===== src/rtl/mac_seq_pkg.sv =====
package mac_seq_pkg;

    localparam int unsigned NCOEF  = 4;
    localparam int unsigned CA_W   = $clog2(NCOEF);

    typedef enum logic [2:0] {
        S_IDLE,
        S_MUL_B,
        S_ADD_V3,
        S_ADD_V4,
        S_SUB
    } sched_state_t;

    typedef struct packed {
        logic            mul_en;
        logic            mul_dst;   // 0: first product, 1: second product
        logic            add_en;
        logic            add_dst;   // 0: first sum, 1: second sum
        logic            sub_en;
        logic [CA_W-1:0] rd_addr;
    } dp_ctl_t;

endpackage


===== src/rtl/coef_bank.sv =====
module coef_bank
    import mac_seq_pkg::*;
#(
    parameter int unsigned DW = 16
) (
    input  logic                   clk,
    input  logic                   we,
    input  logic [CA_W-1:0]        waddr,
    input  logic signed [DW-1:0]   wdata,
    input  logic [CA_W-1:0]        raddr,
    output logic signed [DW-1:0]   rdata
);

    logic signed [DW-1:0] cells [NCOEF];

    always_ff @(posedge clk) begin
        if (we) begin
            cells[waddr] <= wdata;
        end
    end

    // single read port, combinational
    assign rdata = cells[raddr];

endmodule


===== src/rtl/mac_seq_ctrl.sv =====
module mac_seq_ctrl
    import mac_seq_pkg::*;
(
    input  logic          clk,
    input  logic          rst_n,
    input  logic          in_valid,
    output sched_state_t  state,
    output dp_ctl_t       ctl,
    output logic          idle,
    output logic          out_valid
);

    sched_state_t nxt;

    // state register
    always_ff @(posedge clk or negedge rst_n) begin
        if (!rst_n) begin
            state <= S_IDLE;
        end else begin
            state <= nxt;
        end
    end

    // result strobe follows the subtract step
    always_ff @(posedge clk or negedge rst_n) begin
        if (!rst_n) begin
            out_valid <= 1'b0;
        end else begin
            out_valid <= (state == S_SUB);
        end
    end

    // next state and datapath controls
    always_comb begin
        nxt         = state;
        ctl         = '0;
        idle        = 1'b0;
        unique case (state)
            S_IDLE: begin
                idle        = 1'b1;
                ctl.rd_addr = CA_W'(0);
                if (in_valid) begin
                    ctl.mul_en  = 1'b1;
                    ctl.mul_dst = 1'b0;
                    nxt         = S_MUL_B;
                end
            end
            S_MUL_B: begin
                ctl.rd_addr = CA_W'(1);
                ctl.mul_en  = 1'b1;
                ctl.mul_dst = 1'b1;
                nxt         = S_ADD_V3;
            end
            S_ADD_V3: begin
                ctl.rd_addr = CA_W'(2);
                ctl.add_en  = 1'b1;
                ctl.add_dst = 1'b0;
                nxt         = S_ADD_V4;
            end
            S_ADD_V4: begin
                ctl.rd_addr = CA_W'(3);
                ctl.add_en  = 1'b1;
                ctl.add_dst = 1'b1;
                nxt         = S_SUB;
            end
            S_SUB: begin
                ctl.sub_en  = 1'b1;
                nxt         = S_IDLE;
            end
            default: begin
                nxt         = S_IDLE;
            end
        endcase
    end

endmodule


===== src/rtl/mac_seq_dp.sv =====
module mac_seq_dp
    import mac_seq_pkg::*;
#(
    parameter int unsigned DW = 16
) (
    input  logic                   clk,
    input  logic                   rst_n,
    input  logic signed [DW-1:0]   in_data,
    input  logic signed [DW-1:0]   coef,
    input  dp_ctl_t                ctl,
    output logic signed [2*DW+1:0] out_c
);

    localparam int unsigned PW = 2 * DW;       // product width
    localparam int unsigned SW = PW + 1;       // sum width
    localparam int unsigned OW = PW + 2;       // difference width

    logic signed [PW-1:0] x1_q, x2_q;
    logic signed [SW-1:0] y1_q, y2_q;
    logic signed [OW-1:0] c_q;

    logic signed [PW-1:0] op_a, op_c, prod;
    logic signed [PW-1:0] add_src;
    logic signed [SW-1:0] sum;
    logic signed [OW-1:0] diff;

    // shared multiplier
    assign op_a = PW'(in_data);
    assign op_c = PW'(coef);
    assign prod = op_a * op_c;

    // shared adder: source product follows the destination sum
    assign add_src = ctl.add_dst ? x2_q : x1_q;
    assign sum     = SW'(add_src) + SW'(coef);

    // subtractor
    assign diff = OW'(y1_q) - OW'(y2_q);

    always_ff @(posedge clk or negedge rst_n) begin
        if (!rst_n) begin
            x1_q <= '0;
            x2_q <= '0;
            y1_q <= '0;
            y2_q <= '0;
            c_q  <= '0;
        end else begin
            if (ctl.mul_en && !ctl.mul_dst) x1_q <= prod;
            if (ctl.mul_en &&  ctl.mul_dst) x2_q <= prod;
            if (ctl.add_en && !ctl.add_dst) y1_q <= sum;
            if (ctl.add_en &&  ctl.add_dst) y2_q <= sum;
            if (ctl.sub_en)                 c_q  <= diff;
        end
    end

    assign out_c = c_q;

endmodule


===== src/rtl/mac_seq_core.sv =====
module mac_seq_core
    import mac_seq_pkg::*;
#(
    parameter int unsigned DW = 16
) (
    input  logic                   clk,
    input  logic                   rst_n,
    input  logic                   in_valid,
    input  logic signed [DW-1:0]   in_data,
    input  logic                   ld_we,
    input  logic [1:0]             ld_addr,
    input  logic signed [DW-1:0]   ld_data,
    output logic                   idle,
    output logic                   out_valid,
    output logic signed [2*DW+1:0] out_c
);

    sched_state_t         cur_state;
    dp_ctl_t              ctl;
    logic [CA_W-1:0]      rd_addr;
    logic signed [DW-1:0] coef;
    logic                 bank_we;

    // loads are honoured only while no computation runs
    assign bank_we = ld_we && idle;
    assign rd_addr = ctl.rd_addr;

    mac_seq_ctrl u_ctrl (
        .clk       (clk),
        .rst_n     (rst_n),
        .in_valid  (in_valid),
        .state     (cur_state),
        .ctl       (ctl),
        .idle      (idle),
        .out_valid (out_valid)
    );

    coef_bank #(.DW(DW)) u_bank (
        .clk   (clk),
        .we    (bank_we),
        .waddr (ld_addr),
        .wdata (ld_data),
        .raddr (rd_addr),
        .rdata (coef)
    );

    mac_seq_dp #(.DW(DW)) u_dp (
        .clk     (clk),
        .rst_n   (rst_n),
        .in_data (in_data),
        .coef    (coef),
        .ctl     (ctl),
        .out_c   (out_c)
    );

endmodule


===== config.mk =====
export PLATFORM = sky130hd
export DESIGN_NAME = mac_seq_core
export DESIGN_NICKNAME = d
export VERILOG_FILES = /design/src/rtl/mac_seq_pkg.sv /design/src/rtl/coef_bank.sv /design/src/rtl/mac_seq_ctrl.sv /design/src/rtl/mac_seq_dp.sv /design/src/rtl/mac_seq_core.sv
export SDC_FILE = /design/constraint.sdc
export NUM_CORES = 1
export LEC_CHECK = 0
export BUFFER_PORTS_ARGS = -buffer_cell sky130_fd_sc_hd__buf_2
export CAP_MARGIN = 20
export CORE_MARGIN = 4
export CORE_UTILIZATION = 65
export DETAILED_ROUTE_END_ITERATION = 7
export HOLD_SLACK_MARGIN = 0.05
export PLACE_DENSITY = 0.83
export SLEW_MARGIN = 20
export SYNTH_ARGS = -nofsm -noshare
export SYNTH_HDL_FRONTEND = slang
export SYNTH_SLANG_ARGS = --single-unit

===== constraint.sdc =====
create_clock -name clk -period 9.09 [get_ports clk]
set_clock_uncertainty 0.1 [all_clocks]
set_input_delay 0 -clock clk [delete_from_list [all_inputs] [get_ports clk]]
set_output_delay 0 -clock clk [all_outputs]
set_load 0.1 [all_outputs]

Word-level counts from Yosys, hierarchy flattened
Memories as Yosys holds them, arrays and structs flattened.
Index checks and enable logic that the tools add are counted.
Storage, ports and cells
  output and inout port bits: 36
  bits of input ports: 38
  word-level logic and storage cells: 35
  memory bits (writable): 64
  flip-flop bits (word level): 168
  memories kept: 1
Cells by class
  eq/ne operators: 5
  $add $sub $neg: 2
  multipliers: 1
  mux-type cells: 11
  reductions and logical operators: 8
Memories
  u_bank.cells: depth 4, bits a word 16, rd ports 1, clocked after memory_dff 0, write ports 1, RTL line coef_bank.sv:14  | logic signed [DW-1:0] cells [NCOEF];
Operators by type and width (count)
  subtractor 33 x 33 -> 34 bit: 1
  adder 32 x 16 -> 33 bit: 1
  multiplier 16 x 16 -> 32 bit: 1
  two-way mux 32 bit: 1
  case mux 3 bit (4 select lines): 1
  case mux 2 bit (2 select lines): 2
  equality test 3 x 2 -> 1 bit, second input constant: 2
  case mux 2 bit (3 select lines): 1
  logical AND 1 bit: 5
  two-way mux 1 bit: 4
  equality test 3 x 1 -> 1 bit, second input constant: 1
  equality test 3 bit, second input constant: 1
  zero test 3 bit: 1
  two-way mux 3 bit: 1
  zero test 1 bit: 2
  two-way mux 2 bit: 1
  inequality test 2 bit, second input constant: 1

Depth between registers and ports, before layout
Gate-level depths: netlist of run 1.
  depth in word-level cells: 5
  depth in mapped cells: 28
  depth with buffers taken out: 24

By module
From an unflattened synthesis of run 1, not the netlist that was laid out.
Second synthesis, totals
  cells, all modules: 2274
  area, all modules: 22350.2 µm²
By module, submodules not included
  mac_seq_dp: cells an instance 2166, sequential area each 4103.9 µm², area each 19762.7 µm², instances 1
  coef_bank: cells an instance 88, sequential area each 1921.8 µm², area each 2377.3 µm², instances 1
  mac_seq_ctrl: cells an instance 19, sequential area each 100.1 µm², area each 203.9 µm², instances 1
  mac_seq_core: cells an instance 1, sequential area each 0.0 µm², area each 6.3 µm², instances 1

Worst setup path before layout of run 1
OpenSTA, ideal clock, no wires.
  kind: reg-to-reg
  from: register u_ctrl.state[2]
  to: register u_dp.x1_q[31]
  stages on the path, launching flop included: 27
  required time: 8.856 ns
  buffers on the path: 4
  clock period less this slack: 7.289 ns
  setup time: 0.134 ns
  setup slack: 1.801 ns
  arrival: 7.054 ns
  cell sequence: dfrtp_1 > nand2b_1 > buf_2 > buf_2 > mux4_2 > buf_2 > nand2_1 > inv_1 > fa_1 > fa_1 > fa_1 > fa_1 > fa_1 > inv_1 > fa_1 > inv_1 > ha_1 > buf_6 > a21o_1 > a21oi_1 > nor2b_1 > o311ai_4 > nand3_2 > a221o_1 > a221o_1 > xnor2_1 > o21ai_1
Between the ends
  word-level cells in the longest chain between the ends: 4
  elaborated cells between the ends (all ways): 10
  classes of those cells: mul (1); eq/ne (3); mux (2); reduce/logical (3); memory (1)
RTL lines
  start, declared: RTL line mac_seq_ctrl.sv:7  | output sched_state_t state,
  start signal, assigned: RTL line mac_seq_ctrl.sv:20  | state <= nxt;
  equality test 3 x 2 -> 1 bit, or another cell as far along: RTL line mac_seq_ctrl.sv:38  | unique case (state)
  case mux 2 bit (3 select lines) / case mux 2 bit (2 select lines) (equally long branches): RTL line mac_seq_ctrl.sv:38
  memory read (4 x 16 bit) / zero test 1 bit (equally long branches)
  multiplier 16 x 16 -> 32 bit / logical AND 1 bit (equally long branches): RTL line mac_seq_dp.sv:30, mac_seq_dp.sv:47
  end signal, assigned: RTL line mac_seq_dp.sv:47  | if (ctl.mul_en && !ctl.mul_dst) x1_q <= prod;
  end, declared: RTL line mac_seq_dp.sv:18  | logic signed [PW-1:0] x1_q, x2_q;
Parallel ways exist; a longest one is shown, timed or not.
A chain may end at the register's enable or synchronous reset.

Worst setup path in the final report of run 1
  from: register u_ctrl.state[2]
  to: register u_dp.x1_q[30]
The elaborated chain is that of the path after synthesis.

==> flow_summary_export.csv, run 1 <==
group,metric,value,unit
timing,fin_crit_sh,0.886,
min_path,min_to,"u_bank.cells[2][4]$_DFFE_PP_",
detailed_routing,wl,50400,µm
logic_synthesis,yosys.area_share.simple,0.154,
timing,setup_viol,0,
finish,fin_cells,2846,
floorplanning,start_util,0.659,
logic_synthesis,yosysSeqAreaShare,0.278,
finish,drive_gt1_frac,0.0788,
placement,placed_area,0.0227,mm²
timing,post-route-min-period,8.06,ns
clock_network,cts_tree,"built",
logic_synthesis,yosys.area.top_type_share,0.240,
worst_setup_path,worstPathRequired,9.39,ns
detailed_routing,vias,16300,
floorplanning,num_rows,67,
logic_synthesis,synth_top_cell_by_area,"fa_1",
timing,slew_violations,0,
min_path,min_path_type,"in2reg",
floorplanning,fp.dieH,192,µm
logic_synthesis,synth_seq_cells,232,
finish,final_common_cell,"nand2_1",
floorplanning,die_w,192,µm
timing,tightest_slew,0.974,ns
detailed_routing,ant_nets,0,
global_routing,grt_max_degree,92,
global_routing,grt_pass1_vias,17300,
worst_setup_path,cp-start-kind,"register",
worst_setup_path,ff2ff_path_depth,22,
clock_network,ctsLongestPathBuffers,3,
finish,fillers,2367,
logic_synthesis,syn-num-nets,2776,
timing,fin_tns_setup,0,ns
logic_synthesis,synth_top_family_by_area,"adder cells",
worst_setup_path,r2r_slack,1.03,ns
clock_network,cts_root_buffer,"clkbuf_16",
flow_run,cap_violations,0,
floorplanning,core,0.0334,mm²
finish,antenna_cells,0,
placement,gp_congestion,0.954,
detailed_routing,firstDrtPassIters,5,
clock_network,numCtsBuffers,26,
logic_synthesis,synth_edf_count,64,
worst_setup_path,crit_type,"reg2reg",
logic_synthesis,synth-adder-area-share,0.323,
outcome,status,"complete, no violations",
detailed_routing,drt_first_iter_violations,1247,
floorplanning,io_pins,74,
global_routing,gr-total-overflow,0,
timing,max_slew_margin,0.351,
detailed_routing,viasPerCell,5.73,
timing,finalHoldViolations,0,
logic_synthesis,synth_flop_cell,"dfrtp_1",
global_routing,antenna_found_initial,0,
logic_synthesis,muxShareOfSynthArea,0.0204,
finish,final_util,0.715,
floorplanning,dieArea,0.0369,mm²
min_path,hold_start,"ld_data[4]",
min_path,whs_path_depth,2,
clock_network,cts_setup_buffers,0,
logic_synthesis,synth_compound_area_frac,0.112,
placement,place_inst,2774,
global_routing,grt_use_total,0.287,
logic_synthesis,synth_cell_types,83,
logic_synthesis,synth_area_per_cell,9.47,µm²
clock_network,clkTransAtPathRegs,0.07,ns
finish,final_area,0.0239,mm²
logic_synthesis,syn_area,0.0220,mm²
clock_network,cts_resized,0,
clock_network,clkSinkCount,232,
finish,mostFrequentLayoutCells,"nand2_1 (421), inv_1 (359), fa_1 (264), dfrtp_1 (168), o21ai_0 (161)",
logic_synthesis,yosys_warnings,0,
logic_synthesis,syn_inst,2327,
global_routing,grt_pass1_wl,85200,µm
clock_network,htree_levels,1,
worst_setup_path,cp_data_arrival_time,8.35,ns
detailed_routing,drcViolationCount,0,
worst_setup_path,rr_endpoint,"u_dp.x1_q[30]$_DFFE_PN0P_",
detailed_routing,wire_per_inst,17.7,µm
logic_synthesis,async_flop_share,0.724,
worst_setup_path,worst_setup_path_end_kind,"register",
logic_synthesis,ys_top_cells_by_area,"fa_1 (24%), dfrtp_1 (19%), edfxtp_1 (8.7%)",
worst_setup_path,r2r-start,"u_ctrl.state[2]$_DFFE_PN0P_",
timing,rsz0062_at_grt,"false",
logic_synthesis,synth_xor_area_frac,0.0342,
clock_network,clk_latency,0.56,ns
placement,portBuffers,73,
finish,areaGrowthSynthToFinish,8.49,%
timing,clock.fmax,124,MHz
placement,hpwl,37100,µm
worst_setup_path,cp_max_fo,19,
finish,nets,2827,
## worst max-delay path, stage by stage (launching register included)
cell,delay [ns]
dfrtp_1,0.43
nand2b_1,0.78
mux4_2,0.61
nand2_1,0.20
inv_1,0.10
fa_1,0.66
fa_1,0.84
inv_1,0.15
fa_1,0.44
fa_1,0.54
inv_1,0.05
fa_1,0.54
fa_1,0.41
ha_1,0.25
a2111oi_0,0.40
o21ai_0,0.15
o2111ai_1,0.13
o311ai_0,0.15
a41oi_1,0.30
o2bb2ai_1,0.20
o21ai_1,0.12
xnor2_1,0.18
o21ai_0,0.12
## cell families after synthesis
family	after synthesis
AND/OR/NAND/NOR	735
flip-flops	232
multiplexers	25
XOR/XNOR	86
adder cells (fa/ha/maj)	411
buffers and inverters	446
AO/OA/AOI/OAI	392
## state kept, by name, indices dropped and copies added (netlist names)
name              count
u_ctrl.out_valid      1
u_dp.y2_q            33
u_dp.out_c           34
u_dp.y1_q            33
u_dp.x2_q            32
u_dp.x1_q            32
u_ctrl.state          3
u_bank.cells         64
## layout make-up
cell class | instances | area [µm²] | area share
repair buffers | 109 | 723 | 0.0303
well taps | 448 | 561 | 0.0235
inverters | 360 | 1350 | 0.0565
multi-input cells | 1649 | 14200 | 0.594
flip-flops and latches | 232 | 6130 | 0.256
clock inverters | 12 | 208 | 0.00869
clock buffers | 36 | 728 | 0.0305
## worst max path at each step
| stage | start | endpoint | cells past startpoint |
|---|---|---|---|
| floorplan | u_ctrl.state[2]$_DFFE_PN0P_ | u_dp.x1_q[31]$_DFFE_PN0P_ | 26 |
| global placement | u_ctrl.state[2]$_DFFE_PN0P_ | u_dp.x2_q[31]$_DFFE_PN0P_ | 22 |
| detailed placement | u_ctrl.state[2]$_DFFE_PN0P_ | u_dp.x1_q[30]$_DFFE_PN0P_ | 22 |
| CTS | u_ctrl.state[2]$_DFFE_PN0P_ | u_dp.x1_q[30]$_DFFE_PN0P_ | 22 |
| global route | u_ctrl.state[2]$_DFFE_PN0P_ | u_dp.x1_q[30]$_DFFE_PN0P_ | 22 |
| finish | u_ctrl.state[2]$_DFFE_PN0P_ | u_dp.x1_q[30]$_DFFE_PN0P_ | 22 |
## metal layers
metal  track usage  vias up  part of all wire
met5             0        -                 0
met4         0.100        0             0.040
met3        0.0409      158             0.064
met2         0.485      609              0.48
met1         0.383     7974              0.42
li1              -     7575                 -
## metrics by stage
step,hold WS [ns],setup slack [ns]
after floorplan,-0.396,1.80
after global placement,-0.0134,1.39
after detailed placement,-0.000216,1.16
after CTS,0.0799,1.10
after global routing,0.0978,0.443
final,0.101,1.03
## cells in the mapped netlist, types with 7 or more instances
master / instances
nor2b_1: 12
or2_2: 7
nor2_1: 64
and2_1: 128
nand2_1: 423
xnor2_1: 48
o21ai_0: 161
a21oi_1: 72
mux4_2: 15
buf_1: 11
inv_1: 359
clkbuf_1: 66
xor2_1: 38
nor3_1: 19
a21o_1: 37
ha_1: 147
nand2b_1: 19
o21ai_1: 25
and3_1: 7
nand4_1: 7
nand3_1: 23
edfxtp_1: 64
fa_1: 264
dfrtp_1: 168
mux2_2: 9
o21a_1: 15
## repair_timing
action                                  CTS  global route
hold buffers                             24             0
hold endpoints to repair                199             0
endpoints found under the setup margin    0             0
Power of run 1 is left out: the tool's default activity adds up to more than one toggle a clock period on the data nets, which glitch-free logic cannot reach.
==> inputs of run 2 (changes only) <==
- BUFFER_PORTS_ARGS: -buffer_cell sky130_fd_sc_hd__buf_2 -> -buffer_cell sky130_fd_sc_hd__buf_4
==> flow_summary_export.csv, run 2 (synthesis gave the netlist of run 1 again) <==
group,metric,value,unit
timing,finalHoldViolations,0,
detailed_routing,wire_per_inst,17.4,µm
detailed_routing,vias,16200,
detailed_routing,drt_first_iter_violations,1231,
global_routing,grt_pass1_wl,84100,µm
clock_network,clkSinkCount,232,
timing,slew_violations,0,
global_routing,grt_pass1_vias,17000,
timing,tightest_slew,1.01,ns
outcome,status,"complete, no violations",
floorplanning,dieArea,0.0369,mm²
worst_setup_path,rr_endpoint,"u_dp.x2_q[31]$_DFFE_PN0P_",
worst_setup_path,r2r-start,"u_ctrl.state[2]$_DFFE_PN0P_",
finish,mostFrequentLayoutCells,"nand2_1 (421), inv_1 (359), fa_1 (264), dfrtp_1 (168), o21ai_0 (161)",
placement,dp_slack,1.16,ns
worst_setup_path,r2r_slack,1.19,ns
placement,placed_area,0.0229,mm²
clock_network,clk_latency,0.55,ns
timing,rsz0062_at_grt,"false",
floorplanning,num_rows,67,
floorplanning,io_pins,74,
finish,antenna_cells,0,
detailed_routing,viasPerCell,5.69,
clock_network,cts_root_buffer,"clkbuf_16",
detailed_routing,wl,49400,µm
timing,setup_ws,1.19,ns
finish,drive_gt1_frac,0.0793,
floorplanning,start_util,0.659,
floorplanning,core,0.0334,mm²
clock_network,htree_levels,1,
detailed_routing,ant_nets,0,
worst_setup_path,crit_type,"reg2reg",
worst_setup_path,startpoint,"u_ctrl.state[2]$_DFFE_PN0P_",
global_routing,gr-total-overflow,0,
global_routing,grt_use_total,0.282,
worst_setup_path,worstPathRequired,9.40,ns
global_routing,antenna_found_initial,1,
worst_setup_path,cp_max_fo,19,
min_path,min_path_type,"in2reg",
detailed_routing,firstDrtPassIters,5,
finish,multiInputGateArea,0.0142,mm²
clock_network,cts_resized,0,
finish,final_util,0.719,
finish,areaGrowthSynthToFinish,9.16,%
finish,fillers,2352,
worst_setup_path,cp-start-kind,"register",
timing,fin_crit_sh,0.869,
finish,largest_reg_flops,64,
finish,top_register,"u_bank.cells",
global_routing,grt_max_degree,91,
clock_network,numCtsBuffers,25,
worst_setup_path,worst_setup_path_end_kind,"register",
timing,clock.fmax,127,MHz
timing,fin_tns_setup,0,ns
placement,hpwl,37100,µm
clock_network,ctsLongestPathBuffers,3,
flow_run,cap_violations,0,
finish,nets,2827,
finish,final_common_cell,"nand2_1",
finish,final_area,0.0240,mm²
floorplanning,fp.dieH,192,µm
worst_setup_path,cp_data_arrival_time,8.21,ns
detailed_routing,drcViolationCount,0,
floorplanning,die_w,192,µm
clock_network,clkTransAtPathRegs,0.07,ns
finish,seqCellArea,0.00613,mm²
timing,max_slew_margin,0.324,
worst_setup_path,crit_end,"u_dp.x2_q[31]$_DFFE_PN0P_",
timing,setup_viol,0,
placement,portBuffers,73,
timing,post-route-min-period,7.90,ns
clock_network,cts_tree,"built",
placement,gp_congestion,0.944,
worst_setup_path,ff2ff_path_depth,22,
-- run 2: cell types whose count changed in the layout (fill, tap and decap cells not counted), moves of 3 or more --
cell | previous run | this run
buf_2 | 72 | 0
clkbuf_8 | 4 | 8
clkbuf_1 | 6 | 3
buf_4 | 11 | 83
-- run 2: layout make-up --
class / instances / share of cell area
sequential: 232 / 0.255
tap: 448 / 0.0233
multi-input combinational: 1649 / 0.591
clock buffer: 36 / 0.0311
inverter: 360 / 0.0562
clock inverter: 10 / 0.00609
timing repair buffer: 110 / 0.0380
-- run 2: how the worst min path moves through the flow --
stage	from	end	slack, ns	cells past startpoint
after CTS	ld_data[12]	u_bank.cells[0][12]$_DFFE_PP_	0.08	2
after floorplan	rst_n	u_ctrl.out_valid$_DFF_PN0_	-0.40	0
after detailed placement	rst_n	u_dp.out_c[4]$_DFFE_PN0P_	-0.005	1
after global placement	rst_n	u_dp.out_c[4]$_DFFE_PN0P_	-0.01	1
after global routing	ld_data[4]	u_bank.cells[2][4]$_DFFE_PP_	0.11	2
final	ld_data[4]	u_bank.cells[2][4]$_DFFE_PP_	0.1	2
-- run 2: per-layer routing --
metal / global-route usage / part of all wire
met4: 0.0924 / 0.036
met3: 0.0347 / 0.066
met5: 0 / 0
met2: 0.479 / 0.48
met1: 0.380 / 0.42
-- run 2: what timing repair did --
item | 4_1_cts | 5_1_grt
buffers inserted | 0 | 0
hold buffers | 25 | 0
endpoints found under the hold margin | 201 | 0
-- run 2: per-stage QoR --
| stage | hold WS [ns] | std cells |
|---|---|---|
| 2_1_floorplan | -0.396 | 2327 |
| 3_3_place_gp | -0.00985 | 2774 |
| 3_5_place_dp | -0.00465 | 2774 |
| 4_1_cts | 0.0812 | 2845 |
| 5_1_grt | 0.108 | 2845 |
| 6_report | 0.0991 | 2845 |
-- run 2: worst max-delay path: stages, from the launching register on --
cell,delay (ns)
dfrtp_1,0.44
nand2b_1,0.74
mux4_2,0.60
nand2_1,0.19
inv_1,0.10
fa_1,0.78
fa_1,0.51
fa_1,0.50
fa_1,0.51
fa_1,0.50
inv_1,0.05
fa_1,0.49
inv_1,0.04
ha_1,0.39
a21o_1,0.22
a21oi_1,0.15
nor2b_1,0.09
o311ai_4,0.26
nand3_2,0.15
a221o_1,0.34
a221o_1,0.34
xnor2_1,0.19
o21ai_1,0.08
Power of run 2 is left out for the same reason.
